===== src/rtl/tagx_pkg.sv =====
package tagx_pkg;

    localparam int DW     = 64;
    localparam int TAG_W  = 8;
    localparam int SH_W   = $clog2(DW);
    localparam int OFF_W  = 4;
    localparam int BYTE_SH = $clog2(DW / 8);

    typedef enum logic [1:0] {
        SEL_OFFSET = 2'd0,
        SEL_SHIFT  = 2'd1,
        SEL_MASK   = 2'd2,
        SEL_FTAG   = 2'd3
    } cfg_sel_e;

    typedef struct packed {
        logic [OFF_W-1:0] offset;
        logic [SH_W-1:0]  shift;
        logic [TAG_W-1:0] mask;
        logic [TAG_W-1:0] float_tag;
    } tag_cfg_t;

    function automatic logic [DW-1:0] place_field(input logic [TAG_W-1:0] f,
                                                  input logic [SH_W-1:0]  sh);
        logic [DW-1:0] w;
        w = DW'(f);
        return w << sh;
    endfunction

    function automatic logic [TAG_W-1:0] pick_field(input logic [DW-1:0]    w,
                                                    input logic [SH_W-1:0]  sh,
                                                    input logic [TAG_W-1:0] m);
        logic [DW-1:0] s;
        s = w >> sh;
        return s[TAG_W-1:0] & m;
    endfunction

endpackage


===== src/rtl/tagx_cfg_regs.sv =====
module tagx_cfg_regs
    import tagx_pkg::*;
(
    input  logic             clk,
    input  logic             rst,
    input  logic             we,
    input  logic [1:0]       sel,
    input  logic [TAG_W-1:0] wdata,
    output tag_cfg_t         cfg
);

    tag_cfg_t cfg_q;

    always_ff @(posedge clk) begin
        if (rst) begin
            cfg_q <= '0;
        end else if (we) begin
            case (cfg_sel_e'(sel))
                SEL_OFFSET: cfg_q.offset    <= wdata[OFF_W-1:0];
                SEL_SHIFT:  cfg_q.shift     <= wdata[SH_W-1:0];
                SEL_MASK:   cfg_q.mask      <= wdata;
                SEL_FTAG:   cfg_q.float_tag <= wdata;
                default:    cfg_q           <= cfg_q;
            endcase
        end
    end

    assign cfg = cfg_q;

    // configuration is cleared by reset
    a_r1_reset_clear: assert property (@(posedge clk) disable iff (rst)
        $past(rst) |-> (cfg_q == '0));

    // a shift write lands on the next edge
    a_r2_shift_write: assert property (@(posedge clk) disable iff (rst)
        (we && sel == 2'd1) |=> (cfg_q.shift == $past(wdata[SH_W-1:0])));

    // a mask write lands on the next edge
    a_r2_mask_write: assert property (@(posedge clk) disable iff (rst)
        (we && sel == 2'd2) |=> (cfg_q.mask == $past(wdata)));

    // no write, no change
    a_r2_hold: assert property (@(posedge clk) disable iff (rst)
        !we |=> $stable(cfg_q));

endmodule


===== src/rtl/tagx_addr_gen.sv =====
module tagx_addr_gen
    import tagx_pkg::*;
#(
    parameter int ADDR_W = 32
) (
    input  logic              clk,
    input  logic              rst,
    input  logic [OFF_W-1:0]  offset,
    input  logic [ADDR_W-1:0] base_addr,
    output logic [ADDR_W-1:0] tag_addr,
    output logic              same_word
);

    localparam int EXT_W = ADDR_W - OFF_W;

    logic [ADDR_W-1:0] off_ext;
    logic [ADDR_W-1:0] off_bytes;

    always_comb begin
        off_ext   = {{EXT_W{offset[OFF_W-1]}}, offset};
        off_bytes = off_ext << BYTE_SH;
        tag_addr  = base_addr + off_bytes;
        same_word = (offset == '0);
    end

    // a zero distance points back at the value word
    a_r3_zero_offset_addr: assert property (@(posedge clk) disable iff (rst)
        same_word |-> (tag_addr == base_addr));

    // the distance is always a whole number of double-words
    a_r3_dword_aligned_step: assert property (@(posedge clk) disable iff (rst)
        ((tag_addr - base_addr) & ADDR_W'((1 << BYTE_SH) - 1)) == '0);

endmodule


===== src/rtl/tagx_extract.sv =====
module tagx_extract
    import tagx_pkg::*;
(
    input  logic             clk,
    input  logic             rst,
    input  tag_cfg_t         cfg,
    input  logic             same_word,
    input  logic [DW-1:0]    word_val,
    input  logic [DW-1:0]    word_tag,
    output logic [DW-1:0]    value,
    output logic [TAG_W-1:0] tag,
    output logic             is_float
);

    logic [DW-1:0] src;

    always_comb begin
        src      = same_word ? word_val : word_tag;
        tag      = pick_field(src, cfg.shift, cfg.mask);
        is_float = (tag == cfg.float_tag);
        value    = word_val;
    end

    // no tag bit survives outside the mask
    a_r4_tag_within_mask: assert property (@(posedge clk) disable iff (rst)
        (tag & ~cfg.mask) == '0);

    // a set float flag means the tag matches the float code
    a_r5_float_match: assert property (@(posedge clk) disable iff (rst)
        is_float |-> (tag == cfg.float_tag));

endmodule


===== src/rtl/tagx_insert.sv =====
module tagx_insert
    import tagx_pkg::*;
(
    input  logic             clk,
    input  logic             rst,
    input  tag_cfg_t         cfg,
    input  logic             same_word,
    input  logic [DW-1:0]    st_value,
    input  logic [TAG_W-1:0] st_tag,
    input  logic [DW-1:0]    old_tag_word,
    output logic [DW-1:0]    value_word,
    output logic [DW-1:0]    tag_word
);

    logic [DW-1:0] field;
    logic [DW-1:0] ins;
    logic [DW-1:0] host;
    logic [DW-1:0] merged;

    always_comb begin
        field      = place_field(cfg.mask, cfg.shift);
        ins        = place_field(st_tag & cfg.mask, cfg.shift);
        host       = same_word ? st_value : old_tag_word;
        merged     = (host & ~field) | ins;
        value_word = same_word ? merged : st_value;
        tag_word   = merged;
    end

    // bits outside the tag field pass through from the host word
    a_r7_untouched_bits: assert property (@(posedge clk) disable iff (rst)
        ((tag_word ^ (same_word ? st_value : old_tag_word))
          & ~place_field(cfg.mask, cfg.shift)) == '0);

    // same-word layout writes one merged word
    a_r8_single_word: assert property (@(posedge clk) disable iff (rst)
        same_word |-> (value_word == tag_word));

    // split layout leaves the value untouched
    a_r7_value_passthru: assert property (@(posedge clk) disable iff (rst)
        !same_word |-> (value_word == st_value));

endmodule


===== src/rtl/tagx_unit.sv =====
module tagx_unit
    import tagx_pkg::*;
#(
    parameter int ADDR_W = 32
) (
    input  logic              clk,
    input  logic              rst,
    input  logic              cfg_we,
    input  logic [1:0]        cfg_sel,
    input  logic [7:0]        cfg_wdata,
    input  logic [ADDR_W-1:0] base_addr,
    output logic [ADDR_W-1:0] tag_addr,
    output logic              tag_same_word,
    input  logic [63:0]       ld_word_val,
    input  logic [63:0]       ld_word_tag,
    output logic [63:0]       ld_value,
    output logic [7:0]        ld_tag,
    output logic              ld_is_float,
    input  logic [63:0]       st_value,
    input  logic [7:0]        st_tag,
    input  logic [63:0]       st_old_tag_word,
    output logic [63:0]       st_value_word,
    output logic [63:0]       st_tag_word
);

    tag_cfg_t cfg;
    logic     same;

    tagx_cfg_regs u_cfg (
        .clk   (clk),
        .rst   (rst),
        .we    (cfg_we),
        .sel   (cfg_sel),
        .wdata (cfg_wdata),
        .cfg   (cfg)
    );

    tagx_addr_gen #(.ADDR_W(ADDR_W)) u_addr (
        .clk       (clk),
        .rst       (rst),
        .offset    (cfg.offset),
        .base_addr (base_addr),
        .tag_addr  (tag_addr),
        .same_word (same)
    );

    tagx_extract u_ext (
        .clk      (clk),
        .rst      (rst),
        .cfg      (cfg),
        .same_word(same),
        .word_val (ld_word_val),
        .word_tag (ld_word_tag),
        .value    (ld_value),
        .tag      (ld_tag),
        .is_float (ld_is_float)
    );

    tagx_insert u_ins (
        .clk          (clk),
        .rst          (rst),
        .cfg          (cfg),
        .same_word    (same),
        .st_value     (st_value),
        .st_tag       (st_tag),
        .old_tag_word (st_old_tag_word),
        .value_word   (st_value_word),
        .tag_word     (st_tag_word)
    );

    assign tag_same_word = same;

    // the loaded value is never altered
    a_r6_value_intact: assert property (@(posedge clk) disable iff (rst)
        ld_value == ld_word_val);

    // same-word indication follows the split of the tag address
    a_r9_same_flag: assert property (@(posedge clk) disable iff (rst)
        !tag_same_word |-> (tag_addr != base_addr));

endmodule


===== config.mk =====
export PLATFORM = sky130hd
export DESIGN_NAME = tagx_unit
export DESIGN_NICKNAME = d
export VERILOG_FILES = /design/src/rtl/tagx_pkg.sv /design/src/rtl/tagx_cfg_regs.sv /design/src/rtl/tagx_addr_gen.sv /design/src/rtl/tagx_extract.sv /design/src/rtl/tagx_insert.sv /design/src/rtl/tagx_unit.sv
export SDC_FILE = /design/constraint.sdc
export NUM_CORES = 1
export LEC_CHECK = 0
export BUFFER_PORTS_ARGS = -buffer_cell sky130_fd_sc_hd__buf_2
export CAP_MARGIN = 20
export CELL_PAD_IN_SITES_DETAIL_PLACEMENT = 0
export CELL_PAD_IN_SITES_GLOBAL_PLACEMENT = 1
export CORE_AREA = 2 2 208 210
export CTS_BUF_LIST = sky130_fd_sc_hd__clkbuf_4
export CTS_CLUSTER_SIZE = 16
export DETAILED_ROUTE_END_ITERATION = 8
export DIE_AREA = 0 0 210 212
export GPL_ROUTABILITY_DRIVEN = 0
export GPL_TIMING_DRIVEN = 0
export HOLD_SLACK_MARGIN = 0.12
export PLACE_DENSITY_LB_ADDON = 0.3
export RECOVER_POWER = 100
export SYNTH_ARGS = -nofsm -noshare
export SYNTH_HDL_FRONTEND = slang
export SYNTH_SLANG_ARGS = --single-unit

===== constraint.sdc =====
create_clock -name clk -period 7 [get_ports clk]
set_clock_uncertainty 0.15 [all_clocks]
set_input_delay 0.35 -clock clk [delete_from_list [all_inputs] [get_ports clk]]
set_output_delay 0.35 -clock clk [all_outputs]
set_load 0.05 [all_outputs]

==> metrics.cfg, run 1 <==
[setup_path]
required_ps=6500
slowest_delay_ps=760
cpMostUsedCell=clkbuf_1
path_class=reg -> out
cp_cell_sequence=clkbuf_1 -> clkbuf_1 -> clkbuf_1 -> clkbuf_1 -> o21ai_0 -> o21ai_0 -> nor2_1 -> a31oi_1 -> o32ai_1 -> mux2_2 -> clkbuf_1
arrival_ps=5950
cpLargestDelayFamily=buffers and inverters
end_kind=output port
cpMaxStageDelayCell=clkbuf_1
path_max_fanout=10
cp-start-kind=flop
crit_buf_inv=5

[finish]
largest_register_ffs=26
final_cell_count_no_fill=2349
final_layout_size_suffix_gt1_share_pct=30.4
register_area_um2=520
final_area_mm2=0.0129
nets=2141
fillers=4842
syn_to_final_growth_pct=33.0
multi_input_area_mm2=0.00828

[clocking]
insertion_delay_ps=320
cts_root_buf=clkbuf_4
cts-htree-levels=1
cts_tree=built
clock_sinks=26
clockBufferDepth=2
path_clk_slew_ps=160
numCtsBuffers=3
post_cts.repair.setup_buffers=0

[floorplanning]
dieArea_mm2=0.0445
num_rows=76
die_y_um=212
core_mm2=0.0425
initial_utilization_pct=22.8
ios=543
die_w_um=210

[routing]
ant_nets=0
firstDrtPassIters=6
drtIter0Drc=1173
wire_per_inst_um=24.4
drc=0
via_per_inst=5.37
vias=12600
drt_wl_total_um=57300

[sta]
clock.fmax_mhz=155
hold_ws_ps=131
period_share_pct=92.1
tightest_slew_ps=1030
finalWorstSetupSlack_ps=551
tns_ps=0
hold_violations=0
setup_viol=0
slew_headroom_pct=31.0
period_needed_ps=6450
rsz0062_at_grt=false
final_max_slew_viol_count=0

[synthesis]
yosys_most_used_dff=dfxtp_1
synth_area_leader_cell=mux4_2
syn_area_mm2=0.00971
synth.top_cell.area_share_pct=20.4
yosysMostFrequentCell=nor2_1
synth_nets=1596
synthCells=1258
netlist-cell-type-count=66
synth_edf_count=0
synth_common_cells=183 x nor2_1, 175 x nand2_1, 127 x mux2i_1, 88 x mux4_2, 71 x buf_4
async_flop_share_pct=0
seq_area_frac_synth_pct=5.36
avgSynthCellArea_um2=7.72
yosysWarningCount=0
synth_area_leaders=mux4_2 20%, mux2i_1 13%, nor2_1 7.1%, nand2_1 6.8%, buf_4 5.5%
synth-seq-cells=26

[power_and_ir_drop]
p_per_area_mw_per_mm2=141
p_leak_nw=5.91
ir_drop_mv=0.0778

[placement]
dp_cells=2343
dp_slack_ps=1470
portBuffers=538
dpl.hpwl_um=48900
postPlaceCellArea_mm2=0.0131

[grt]
grt_pass1_wl_um=80800
grt_usage_pct=24.2
grt_max_degree=24
overflow=0
grt_pass1_vias=12300
antenna_found_initial=7

[min_path]
worstHoldPathType=in -> reg

[status]
status=finished, final reports clean

[run]
maxCapViolCount=0

-- where the power goes --
part | total (mW) | switching, mW | internal (mW)
clock network | 0.107 | 0.0487 | 0.0580
logic | 1.55 | 1.10 | 0.452
registers | 0.162 | 0.00891 | 0.153
-- cell type report --
type | count | share of cell area, %
Clock buffer | 3 | 0.174
Multi-Input combinational cell | 1065 | 64.1
Tap cell | 546 | 5.29
Timing Repair Buffer | 540 | 19.2
Buffer | 154 | 6.61
Clock inverter | 1 | 0.232
Antenna cell | 1 | 0.0194
Inverter | 13 | 0.378
Sequential cell | 26 | 4.03
-- path summary, 6_finish.rpt --
| check | start | end | slack, ps | depth (start not counted) |
|---|---|---|---|---|
| setup / recovery | u_cfg.cfg[17] | st_value_word[56] | 550 | 11 |
| hold / removal | cfg_wdata[6] | u_cfg.cfg[14] | 130 | 3 |
| setup reg to reg | u_cfg.cfg[17] | u_cfg.cfg[17] | 3360 | 6 |
| hold reg to reg | u_cfg.cfg[7] | u_cfg.cfg[7] | 390 | 2 |
-- worst reg2reg max path, stage by stage (launching register included) --
cell      delay [ps]
dfxtp_1          540
clkbuf_1         530
clkbuf_1         760
clkbuf_1         750
clkbuf_1         580
mux2i_1          160
nor2_1           120
-- cells in the final DEF, fill, tap and decap left out, types with 28 or more instances in the layout --
cell type  count
nand3_1       28
ha_1          28
nor2_1       183
mux2i_1      127
mux2_2        39
a21oi_1       64
clkbuf_1     270
o21ai_0       53
a21o_1        32
buf_2        338
mux4_2        88
nand2_1      175
o32ai_1       32
buf_4         70
-- what timing repair did --
item,4_1_cts,5_1_grt
hold buffers,1,0
endpoints found under the hold margin,2,0
gates resized for setup,0,0
-- through the flow --
stage	power [mW]	utilization (%)
finish	1.82	30.4
CTS	1.85	31.0
global placement	1.73	30.8
global route	1.90	30.4
floorplan	1.27	-
detailed placement	1.74	30.9
-- routing by layer --
| metal | global-route usage, % | part of all wire (%) | vias up |
|---|---|---|---|
| li1 | - | - | 5778 |
| met1 | 33.7 | 44 | 6085 |
| met2 | 40.4 | 47 | 652 |
| met3 | 2.50 | 6.2 | 87 |
| met4 | 5.67 | 2.4 | 2 |
| met5 | 0 | 0.031 | - |
-- logic make-up after synthesis --
family | after synthesis | synth area share, %
AO/OA/AOI/OAI | 289 | 20.4
XOR/XNOR | 30 | 2.71
adder cells (fa/ha/maj) | 29 | 3.81
buffers and inverters | 167 | 9.37
flip-flops | 26 | 5.36
multiplexers | 256 | 38.3
AND/OR/NAND/NOR | 461 | 20.1
Power figures use the tool's default switching activity.
==> run 2, diff against run 1 <==
--- a/config.mk
+++ b/config.mk
@@ -5,15 +5,16 @@
 export SDC_FILE = /design/constraint.sdc
 export NUM_CORES = 1
 export LEC_CHECK = 0
-export BUFFER_PORTS_ARGS = -buffer_cell sky130_fd_sc_hd__buf_2
+export ABC_AREA = 1
 export CAP_MARGIN = 20
 export CELL_PAD_IN_SITES_DETAIL_PLACEMENT = 0
 export CELL_PAD_IN_SITES_GLOBAL_PLACEMENT = 1
-export CORE_AREA = 2 2 208 210
+export CORE_AREA = 2 2 213 215
 export CTS_BUF_LIST = sky130_fd_sc_hd__clkbuf_4
 export CTS_CLUSTER_SIZE = 16
 export DETAILED_ROUTE_END_ITERATION = 8
-export DIE_AREA = 0 0 210 212
+export DIE_AREA = 0 0 215 217
+export DONT_BUFFER_PORTS = 1
 export GPL_ROUTABILITY_DRIVEN = 0
 export GPL_TIMING_DRIVEN = 0
 export HOLD_SLACK_MARGIN = 0.12
==> run 2 against run 1 <==
Compared with the run above:
- the run now ends with capacitance limit, slew limit left
- combinational power increased by 6%
- global-route usage increased by 2.3 points
- register-to-register slack improved by 1400 ps
- sequential power about the same
- die area increased by 4.8%
==> metrics.cfg, run 2 <==
[status]
status=finished, violations left
violations=capacitance limit, slew limit

[synthesis]
synth_nets=2404  ; +51%
synthCells=2066  ; +64%
avgSynthCellArea_um2=4.99  ; -35%
synth_common_cells=631 x nand2_1, 462 x nand3_1, 209 x nor2_1, 140 x inv_1, 114 x o21ai_0
synth-seq-cells=26  ; unchanged
synth_area_leader_cell=nand2_1
yosysMostFrequentCell=nand2_1
synth.top_cell.area_share_pct=23.0  ; +2.6 points
async_flop_share_pct=0  ; unchanged
yosys_most_used_dff=dfxtp_1
synth_area_leaders=nand2_1 23%, nand3_1 22%, nor2_1 7.6%, o21ai_0 5.5%, inv_1 5.1%
synth_edf_count=0  ; unchanged
netlist-cell-type-count=39  ; -41%
yosysWarningCount=0  ; unchanged
seq_area_frac_synth_pct=5.05  ; -0.31 points
syn_area_mm2=0.0103  ; +6.2%

[placement]
dpl.hpwl_um=56200  ; +15%
postPlaceCellArea_mm2=0.0118  ; -10%
portBuffers=0  ; -100%

[sta]
tightest_slew_ps=1840  ; +806 ps
slew_headroom_pct=-22.8  ; -54 points
clock.fmax_mhz=172  ; +11%
rsz0062_at_grt=false
hold_violations=0  ; unchanged
tns_ps=0  ; unchanged
setup_viol=0  ; unchanged
period_needed_ps=5800  ; -646 ps
final_max_slew_viol_count=54  ; +54
period_share_pct=82.9  ; -9.2 points

[floorplanning]
core_mm2=0.0447  ; +5.2%
ios=543  ; unchanged
die_w_um=215  ; +2.4%
initial_utilization_pct=23.1  ; +0.22 points
dieArea_mm2=0.0467  ; +4.8%
num_rows=78  ; +2.6%
die_y_um=217  ; +2.4%

[clocking]
cts_root_buf=clkbuf_4
insertion_delay_ps=330  ; about the same
numCtsBuffers=3  ; unchanged
cts-htree-levels=1  ; unchanged
clockBufferDepth=2  ; unchanged
cts_tree=built
path_clk_slew_ps=140  ; -20 ps
clock_sinks=26  ; unchanged

[finish]
most-common-layout-cells=632 x nand2_1, 462 x nand3_1, 210 x nor2_1, 181 x clkbuf_1, 143 x inv_1
largest_register_ffs=26  ; unchanged
fin_util_pct=25.5  ; -4.9 points
multi_input_area_mm2=0.00823  ; -0.62%
syn_to_final_growth_pct=10.6
final_common_cell=nand2_1
nets=2487  ; +16%
final_area_mm2=0.0114  ; -12%
fillers=5451  ; +13%
register_area_um2=520  ; unchanged
final_layout_size_suffix_gt1_share_pct=2.75  ; -28 points

[power_and_ir_drop]
pwr-share-clk_pct=5.5  ; -0.4 points
internal-power_mw=0.528  ; -20%
switching_share_pct=72.4  ; +8.9 points
finalPower_mw=1.92  ; +5.4%
power_frac_seq_pct=8.4  ; -0.5 points
netSwitchingPower_mw=1.39  ; +20%
p_per_area_mw_per_mm2=168  ; +19%
p_leak_nw=5.22  ; -12%
ir_drop_mv=0.0830  ; +6.7%
pwr-share-comb_pct=86.1  ; +0.9 points

[routing]
via_per_inst=5.60  ; +4.3%
drc=0  ; unchanged
drt_wl_total_um=66700  ; +16%
ant_nets=0  ; unchanged
vias=15400  ; +22%
wire_per_inst_um=24.2  ; -0.73%
firstDrtPassIters=6  ; unchanged
drtIter0Drc=1845  ; +57%

[grt]
grt_max_degree=19  ; -21%
overflow=0  ; unchanged
grt_pass1_vias=14200  ; +16%
grt_usage_pct=26.5  ; +2.3 points
antenna_found_initial=11  ; +4
grt_pass1_wl_um=93800  ; +16%

[setup_path]
path_class=reg -> out
arrival_ps=5300  ; -650 ps
required_ps=6500  ; about the same
cp-start-kind=flop
end_kind=output port
path_max_fanout=11  ; +1

[run]
maxCapViolCount=32  ; +32

[min_path]
worstHoldPathType=in -> reg

[run 2: cell count changes after synthesis, moves of 21 or more]
cell	previous run	this run
mux2_2	41	0
nand3b_1	2	43
nand2_1	175	631
nand3_1	28	462
inv_1	8	140
buf_2	7	33
a21oi_1	64	43
o21ai_0	53	114
nor2_1	183	209
mux4_2	88	0
a21o_1	32	4
mux2i_1	127	2
[run 2: critical path, cell delays in order (launching register included)]
cell,delay (ps)
dfxtp_1,640
nor2_1,300
nand2_1,210
buf_6,170
clkbuf_1,520
clkbuf_1,580
buf_2,350
nor2_1,70
o32ai_1,1420
nand2_1,130
nand2_1,560
[run 2: cell families after synthesis]
kind of cell | Yosys count | synth area share (%)
AO/OA/AOI/OAI | 265 | 15.8
XOR/XNOR | 28 | 2.38
adder cells (fa/ha/maj) | 29 | 3.59
buffers and inverters | 356 | 15.9
flip-flops | 26 | 5.05
multiplexers | 2 | 0.194
AND/OR/NAND/NOR | 1360 | 57.1
[run 2: what timing repair did]
item	in CTS	in global routing
endpoints found under the hold margin	26	0
gates resized for setup	0	0
buffers inserted	0	0
hold buffers	15	0
[run 2: layout make-up]
class                           instances  share of cell area, %
Multi-Input combinational cell       1684                   72.2
Buffer                                210                   7.34
Tap cell                              600                   6.59
Inverter                              146                   4.81
Sequential cell                        26                   4.57
Timing Repair Buffer                   78                   3.92
Clock inverter                          1                  0.263
Clock buffer                            3                  0.198
Antenna cell                            5                  0.110
[run 2: worst paths after layout]
check	from	to	slack [ps]	cells past startpoint
worst max-delay path	u_cfg.cfg[25]	st_value_word[58]	1200	10
worst min register to register	u_cfg.cfg[4]	u_cfg.cfg[4]	340	2
worst max register to register	u_cfg.cfg[20]	u_cfg.cfg[20]	4750	5
worst min-delay path	cfg_sel[1]	u_cfg.cfg[16]	200	4
[run 2: power by group through the flow]
stage / clock network [mW] / logic, mW / registers, mW
floorplan: 0 / 1.26 / 0.163
global placement: 0 / 1.57 / 0.166
detailed placement: 0 / 1.68 / 0.165
CTS: 0.107 / 1.69 / 0.162
global route: 0.111 / 1.73 / 0.163
finish: 0.105 / 1.65 / 0.162
[run 2: through the flow]
stage / setup slack [ps] / instances / hold slack [ps]
5_1_grt: 913 / 2753 / 253
4_1_cts: 2150 / 2746 / 198
2_1_floorplan: 2720 / 2066 / 303
6_report: 1200 / 2753 / 197
3_3_place_gp: 1620 / 2666 / 314
3_5_place_dp: 2530 / 2727 / 320
[run 2: metal layers]
layer | vias up | share of wire, % | track usage, %
met5 | - | 0.085 | 0
met4 | 8 | 3.0 | 6.87
met3 | 156 | 10 | 6.16
met2 | 994 | 43 | 41.3
met1 | 7242 | 44 | 36.7
li1 | 7011 | - | -
